**src/rtl/scanline_irq_pkg.sv**
```systemverilog
`timescale 1ns/1ps
package scanline_irq_pkg;

   typedef enum logic [2:0] {
      CMD_NONE   = 3'd0,
      CMD_LATCH  = 3'd1,
      CMD_RELOAD = 3'd2,
      CMD_OFF    = 3'd3,
      CMD_ON     = 3'd4
   } slirq_cmd_e;

endpackage

```
**src/rtl/slirq_cmd_decode.sv**
```systemverilog
`timescale 1ns/1ps
module slirq_cmd_decode
   import scanline_irq_pkg::*;
#(
   parameter int                ADDR_W     = 16,
   parameter bit                MIRRORED   = 1'b1,
   parameter logic [ADDR_W-1:0] SEL_MASK   = 16'hE001,
   parameter logic [ADDR_W-1:0] LATCH_ADR  = 16'hC000,
   parameter logic [ADDR_W-1:0] RELOAD_ADR = 16'hC001,
   parameter logic [ADDR_W-1:0] OFF_ADR    = 16'hE000,
   parameter logic [ADDR_W-1:0] ON_ADR     = 16'hE001
) (
   input  logic              wr_en,
   input  logic [ADDR_W-1:0] wr_addr,
   output slirq_cmd_e        cmd
);

   logic [ADDR_W-1:0] key;

   generate
      if (MIRRORED) begin : g_masked
         assign key = wr_addr & SEL_MASK;
      end else begin : g_exact
         assign key = wr_addr;
      end
   endgenerate

   always_comb begin
      cmd = CMD_NONE;
      if (wr_en) begin
         if (key == LATCH_ADR)       cmd = CMD_LATCH;
         else if (key == RELOAD_ADR) cmd = CMD_RELOAD;
         else if (key == OFF_ADR)    cmd = CMD_OFF;
         else if (key == ON_ADR)     cmd = CMD_ON;
      end
   end

endmodule

```
**src/rtl/slirq_line_qual.sv**
```systemverilog
`timescale 1ns/1ps
module slirq_line_qual #(
   parameter int LINE_W     = 9,
   parameter int FIRST_LINE = 0,
   parameter int LAST_LINE  = 239
) (
   input  logic              line_strobe,
   input  logic [LINE_W-1:0] line_num,
   input  logic              render_on,
   output logic              any_tick,
   output logic              count_tick
);

   localparam logic [LINE_W-1:0] FIRST_L = LINE_W'(FIRST_LINE);
   localparam logic [LINE_W-1:0] LAST_L  = LINE_W'(LAST_LINE);

   logic in_range;

   generate
      if (FIRST_LINE == 0) begin : g_from_zero
         assign in_range = (line_num <= LAST_L);
      end else begin : g_window
         assign in_range = (line_num >= FIRST_L) && (line_num <= LAST_L);
      end
   endgenerate

   assign any_tick   = line_strobe;
   assign count_tick = line_strobe & render_on & in_range;

endmodule

```
**src/rtl/slirq_core.sv**
```systemverilog
`timescale 1ns/1ps
module slirq_core
   import scanline_irq_pkg::*;
#(
   parameter int DATA_W = 8
) (
   input  logic              clk,
   input  logic              rst_n,
   input  slirq_cmd_e        cmd,
   input  logic [DATA_W-1:0] wr_data,
   input  logic              any_tick,
   input  logic              count_tick,
   output logic              irq_o,
   output logic [DATA_W-1:0] count_o,
   output logic              enable_o,
   output logic              pending_o,
   output logic              direct_o
);

   localparam logic [DATA_W-1:0] ZERO = '0;
   localparam logic [DATA_W-1:0] ONE  = DATA_W'(1);

   logic [DATA_W-1:0] cnt_q, cnt_n, latch_q, latch_n;
   logic              en_q, en_n, pend_q, pend_n, dir_q, dir_n, irq_q, irq_n;

   always_comb begin
      cnt_n   = cnt_q;
      latch_n = latch_q;
      en_n    = en_q;
      pend_n  = pend_q;
      dir_n   = dir_q;
      irq_n   = irq_q;
      // strobe effect first
      if (any_tick) dir_n = 1'b0;
      if (count_tick && (cnt_q != ZERO)) begin
         cnt_n = cnt_q - ONE;
         if ((cnt_q == ONE) && en_q) irq_n = 1'b1;
      end
      // write effect on top
      case (cmd)
         CMD_LATCH: begin
            latch_n = wr_data;
            if (dir_n) begin
               cnt_n  = wr_data;
               pend_n = 1'b0;
            end else begin
               pend_n = 1'b1;
            end
         end
         CMD_RELOAD: cnt_n = latch_q;
         CMD_OFF: begin
            en_n  = 1'b0;
            irq_n = 1'b0;
            dir_n = 1'b1;
         end
         CMD_ON: begin
            en_n = 1'b1;
            if (pend_q) cnt_n = latch_q;
         end
         default: ;
      endcase
   end

   always_ff @(posedge clk or negedge rst_n) begin
      if (!rst_n) begin
         cnt_q   <= '0;
         latch_q <= '0;
         en_q    <= 1'b0;
         pend_q  <= 1'b0;
         dir_q   <= 1'b0;
         irq_q   <= 1'b0;
      end else begin
         cnt_q   <= cnt_n;
         latch_q <= latch_n;
         en_q    <= en_n;
         pend_q  <= pend_n;
         dir_q   <= dir_n;
         irq_q   <= irq_n;
      end
   end

   assign irq_o     = irq_q;
   assign count_o   = cnt_q;
   assign enable_o  = en_q;
   assign pending_o = pend_q;
   assign direct_o  = dir_q;

endmodule

```
**src/rtl/scanline_irq_gen.sv**
```systemverilog
`timescale 1ns/1ps
module scanline_irq_gen
   import scanline_irq_pkg::*;
#(
   parameter int ADDR_W     = 16,
   parameter int DATA_W     = 8,
   parameter int LINE_W     = 9,
   parameter int FIRST_LINE = 0,
   parameter int LAST_LINE  = 239,
   parameter bit MIRRORED   = 1'b1
) (
   input  logic              clk,
   input  logic              rst_n,
   input  logic              wr_en,
   input  logic [ADDR_W-1:0] wr_addr,
   input  logic [DATA_W-1:0] wr_data,
   input  logic              line_strobe,
   input  logic [LINE_W-1:0] line_num,
   input  logic              render_on,
   output logic              irq
);

   generate
      if (DATA_W < 1) begin : g_bad_data
         $error("scanline_irq_gen: DATA_W must be at least 1");
      end
      if (ADDR_W < 16) begin : g_bad_addr
         $error("scanline_irq_gen: ADDR_W must be at least 16");
      end
      if ((LAST_LINE >= (1 << LINE_W)) || (FIRST_LINE > LAST_LINE)) begin : g_bad_line
         $error("scanline_irq_gen: visible line window does not fit LINE_W");
      end
   endgenerate

   slirq_cmd_e        cmd;
   logic              any_tick, count_tick;
   logic [DATA_W-1:0] count_w;
   logic              enable_w, pending_w, direct_w;

   slirq_cmd_decode #(
      .ADDR_W     (ADDR_W),
      .MIRRORED   (MIRRORED),
      .SEL_MASK   (ADDR_W'(16'hE001)),
      .LATCH_ADR  (ADDR_W'(16'hC000)),
      .RELOAD_ADR (ADDR_W'(16'hC001)),
      .OFF_ADR    (ADDR_W'(16'hE000)),
      .ON_ADR     (ADDR_W'(16'hE001))
   ) u_dec (
      .wr_en   (wr_en),
      .wr_addr (wr_addr),
      .cmd     (cmd)
   );

   slirq_line_qual #(
      .LINE_W     (LINE_W),
      .FIRST_LINE (FIRST_LINE),
      .LAST_LINE  (LAST_LINE)
   ) u_qual (
      .line_strobe (line_strobe),
      .line_num    (line_num),
      .render_on   (render_on),
      .any_tick    (any_tick),
      .count_tick  (count_tick)
   );

   slirq_core #(
      .DATA_W (DATA_W)
   ) u_core (
      .clk        (clk),
      .rst_n      (rst_n),
      .cmd        (cmd),
      .wr_data    (wr_data),
      .any_tick   (any_tick),
      .count_tick (count_tick),
      .irq_o      (irq),
      .count_o    (count_w),
      .enable_o   (enable_w),
      .pending_o  (pending_w),
      .direct_o   (direct_w)
   );

endmodule

```
**config.mk**
```make
export PLATFORM = sky130hd
export DESIGN_NAME = scanline_irq_gen
export DESIGN_NICKNAME = d
export VERILOG_FILES = /design/src/rtl/scanline_irq_pkg.sv /design/src/rtl/slirq_cmd_decode.sv /design/src/rtl/slirq_line_qual.sv /design/src/rtl/slirq_core.sv /design/src/rtl/scanline_irq_gen.sv
export SDC_FILE = /design/constraint.sdc
export NUM_CORES = 1
export LEC_CHECK = 0
export ABC_AREA = 1
export BUFFER_PORTS_ARGS = -buffer_cell sky130_fd_sc_hd__buf_2
export CORE_AREA = 2 2 55 57
export DETAILED_ROUTE_END_ITERATION = 7
export DIE_AREA = 0 0 57 59
export MAX_ROUTING_LAYER = met4
export PLACE_DENSITY = 0.68
export SYNTH_ARGS = -nofsm -noshare
export SYNTH_HDL_FRONTEND = slang
export SYNTH_SLANG_ARGS = --single-unit
```
**constraint.sdc**
```tcl
create_clock -name clk -period 1.5 [get_ports clk]
set_input_delay 0.075 -clock clk [delete_from_list [all_inputs] [get_ports clk]]
set_output_delay 0.075 -clock clk [all_outputs]
set_load 0.01 [all_outputs]
```
==> results.txt <==
* Largest fanout of any net on the critical path: 4
* Post-route clock period utilization: 0.928
* Worst endpoint data arrival time: around 1.6 ns
- After synthesis, the netlist uses 26 different library cells.
* Clock Tree Root: sky130_fd_sc_hd__clkbuf_4
- Entering global routing, the biggest net connects 21 pins.
- Number of H-tree levels: 1
- Count of input and output buffers: 22
- Placeable Area: approximately 2700 um2
- Power spread over the standard cell area amounts to between 1000 and 1500 nW/um2.
- The floorplan step defined a die boundary enclosing between 3000 and 4000 um2.
- TritonCTS built the clock tree.
- Setup violations remaining at the end of the flow were counted as 0.
* Max-slew violation count: 0
- For this design, the sink count on the clock tree is 20.
- Most common cell on crit path: sky130_fd_sc_hd__nand2_1
- The detailed router placed roughly 1,100 vias in this run.
* Chip Height: 59 um
- Average cell area after synthesis: 7.67 um2
* Worst clock skew: about 0.006 ns
- In this run the count of I/O pins placed on the die edge is 39.
- The first detailed-routing pass ran for 4 iterations.
- Net count after synthesis: 195
- The first global-routing pass estimated 4.11 mm of wire.
- Area grow syn2layout: 23.9%
* Hold Vio Cnt, Final: 0
- Placement row count: 19
- For the worst-skew pair, the clock arrives at the later sink with an insertion delay of 0.29 ns.
- The number of buffers and inverters on the critical path is 1.
- Via density per instance: around 4.8
* Worst Hold Slack: 0.0117 ns
* Cell at the slowest stage of the critical path: sky130_fd_sc_hd__dfrtp_1
- Overall Global Routing Usage: 0.157
* Max-cap check violation count: 0
* Start-to-end type of the worst setup path: reg -> reg
* Fraction of layout cells with a size suffix above 1: 0.280
- The floorplan step set the die width to between 50 and 60 um.
* Post-layout minimum cycle time: approximately 1.4 ns
- CP startpoint kind: flip-flop
* Number of antenna-violating nets in the routed design: 0
- The kind of cell with the highest combined delay along the critical path is simple AND/OR/NAND/NOR gates.
- Diode count: 0
- Critical-path cell list: nor3_1, inv_1, nor2_1, nand2_1, xnor2_1, nand2_1, nand2_1
- The initial antenna violation count came to 0.
* Net total in the final layout: 230
- Summing internal, switching and leakage power gives about 0.0019 W.
- Leaving out fill and tap cells, the most frequent cell in the layout is sky130_fd_sc_hd__nand2_1.
- Number of global-route vias before repair: between 1,000 and 1,500
* Aggregate routed wire length: 2.41 mm
* Max-slew headroom at the worst pin: 0.700
- In the routed design, unresolved DRC markers number 0.
- Worst endpoint required time: 1.70 ns
- In the layout the commonest cells are sky130_fd_sc_hd__nand2_1, sky130_fd_sc_hd__inv_1, sky130_fd_sc_hd__buf_2.
* GPL Wtd Cong: ~0.89
* Sum of net half-perimeters after detailed placement: about 1.8 mm
* Maximum ir drop on the vdd rail: ~0.83 mV
- Setup TNS Final: 0 ns
* Unrepaired setup endpoints after global routing: no
- In this run the deepest clock path goes through 2 buffers.
- STA classifies the critical path endpoint as a flip-flop.
* Starting utilization of the core area: 0.439
- At the pin with the least slew margin, the transition time is approximately 0.45 ns.
* Starting DRC count in detailed routing: 38
- The synthesized netlist occupies a cell area of 1190 um2.
* Synthesized instance count: around 160
- During synthesis, Yosys emitted a total of 0 warnings.
- Leak: approximately 0.74 nW
- In this run the worst hold path is classified as in -> reg.
* Post-synthesis register bit count: 20
- Grt total ovfl: 0
- Routed wire length per instance: roughly 11 um
- Clock buffer count from CTS: 3
- The share of the Yosys chip area taken by registers is 0.421.
- The run finished with clean final reports.
* CP peak stage delay: 0.44 ns
- Clock-pin slew was measured on the worst setup and hold paths at 0.11 ns.
- Timing would allow up to ~720 MHz.
## path summary, 6_finish.rpt
kind	startpoint	endpoint	slack, ns	depth (start not counted)
setup / recovery	u_core.count_o[0]	u_core.count_o[7]	0.11	7
hold / removal	wr_data[7]	u_core.latch_q[7]	0.01	3
setup reg to reg	u_core.count_o[0]	u_core.count_o[7]	0.11	7
hold reg to reg	u_core.irq_o	u_core.irq_o	0.52	1
max in group asynchronous	rst_n	u_core.latch_q[3]	0.94	2
min in group asynchronous	rst_n	u_core.latch_q[7]	0.25	2
## per-layer routing
| layer | global-route usage | routed length (um) |
|---|---|---|
| met1 | 0.196 | 1110 |
| met2 | 0.278 | 1200 |
| met3 | 0.0131 | 101 |
| met4 | 0.0432 | 6 |
| met5 | - | 0 |
## synth_stat cells, drive strengths merged
cell type / number / area, um2
xnor2: 1 / 8.76
o211ai: 1 / 21.3
nand4: 3 / 18.8
nor3: 3 / 15.0
o21bai: 3 / 22.5
o22ai: 8 / 50.1
nand3b: 1 / 7.51
o22a: 1 / 8.76
nor2: 15 / 78.8
inv: 31 / 116
nand2: 40 / 168
dfrtp: 20 / 500
ha: 2 / 25.0
nand3: 7 / 40.0
buf: 1 / 11.3
clkinv: 2 / 8.75
xor2: 2 / 17.5
o21ai: 14 / 70.1
## metrics by stage
| step | instances | util | instance area, um2 | setup slack [ns] |
|---|---|---|---|---|
| 6_report | 220 | 0.543 | 1470 | 0.108 |
| 5_1_grt | 220 | 0.543 | 1470 | 0.00576 |
| 4_1_cts | 219 | 0.529 | 1430 | 0.0369 |
| 3_5_place_dp | 209 | 0.495 | 1340 | -0.00445 |
| 3_3_place_gp | 209 | 0.495 | 1340 | 0.0614 |
| 2_1_floorplan | 155 | - | 1190 | 0.197 |
## power by group
part	internal (W)	total, W	switching, W
Combinational	0.000332	0.000756	0.000425
Sequential	0.000707	0.000848	0.000141
Clock	0.000148	0.000305	0.000157
Total	0.00119	0.00191	0.000723
## layout make-up
cell class	count	area, um2
Fill cell	280	1240
Multi-Input combinational cell	101	587
Sequential cell	20	500
Timing Repair Buffer	31	185
Inverter	33	125
Tap cell	31	38.8
Clock buffer	4	36.3
## what timing repair did
action,4_1_cts,5_1_grt
setup endpoints to repair,3,5
hold endpoints to repair,22,0
buffers inserted,3,1
pin swaps,3,5
hold buffers,3,0
gates resized for setup,1,8
## tightest hold or removal path, stage by stage
cell and delay [ns]:
sky130_fd_sc_hd__buf_2 0.07, sky130_fd_sc_hd__nand2_1 0.06, sky130_fd_sc_hd__o21ai_0 0.07
## flip-flops by register name, summed over array words and instances, names as in the netlist
name	count
u_core.count_o	8
u_core.enable_o	1
u_core.latch_q	8
u_core.pending_o	1
u_core.direct_o	1
u_core.irq_o	1
## kinds of logic (layout without fill, tap and decap cells)
logic type / after synthesis / in the layout / share of synthesized area
buf+inv: 34 / 68 / 0.115
fa+ha+maj: 2 / 2 / 0.0210
simple gates: 69 / 69 / 0.276
compound gates: 27 / 27 / 0.145
xor+xnor: 3 / 3 / 0.0221
flops: 20 / 20 / 0.421
Note: power is estimated with default switching activity, not from simulation.
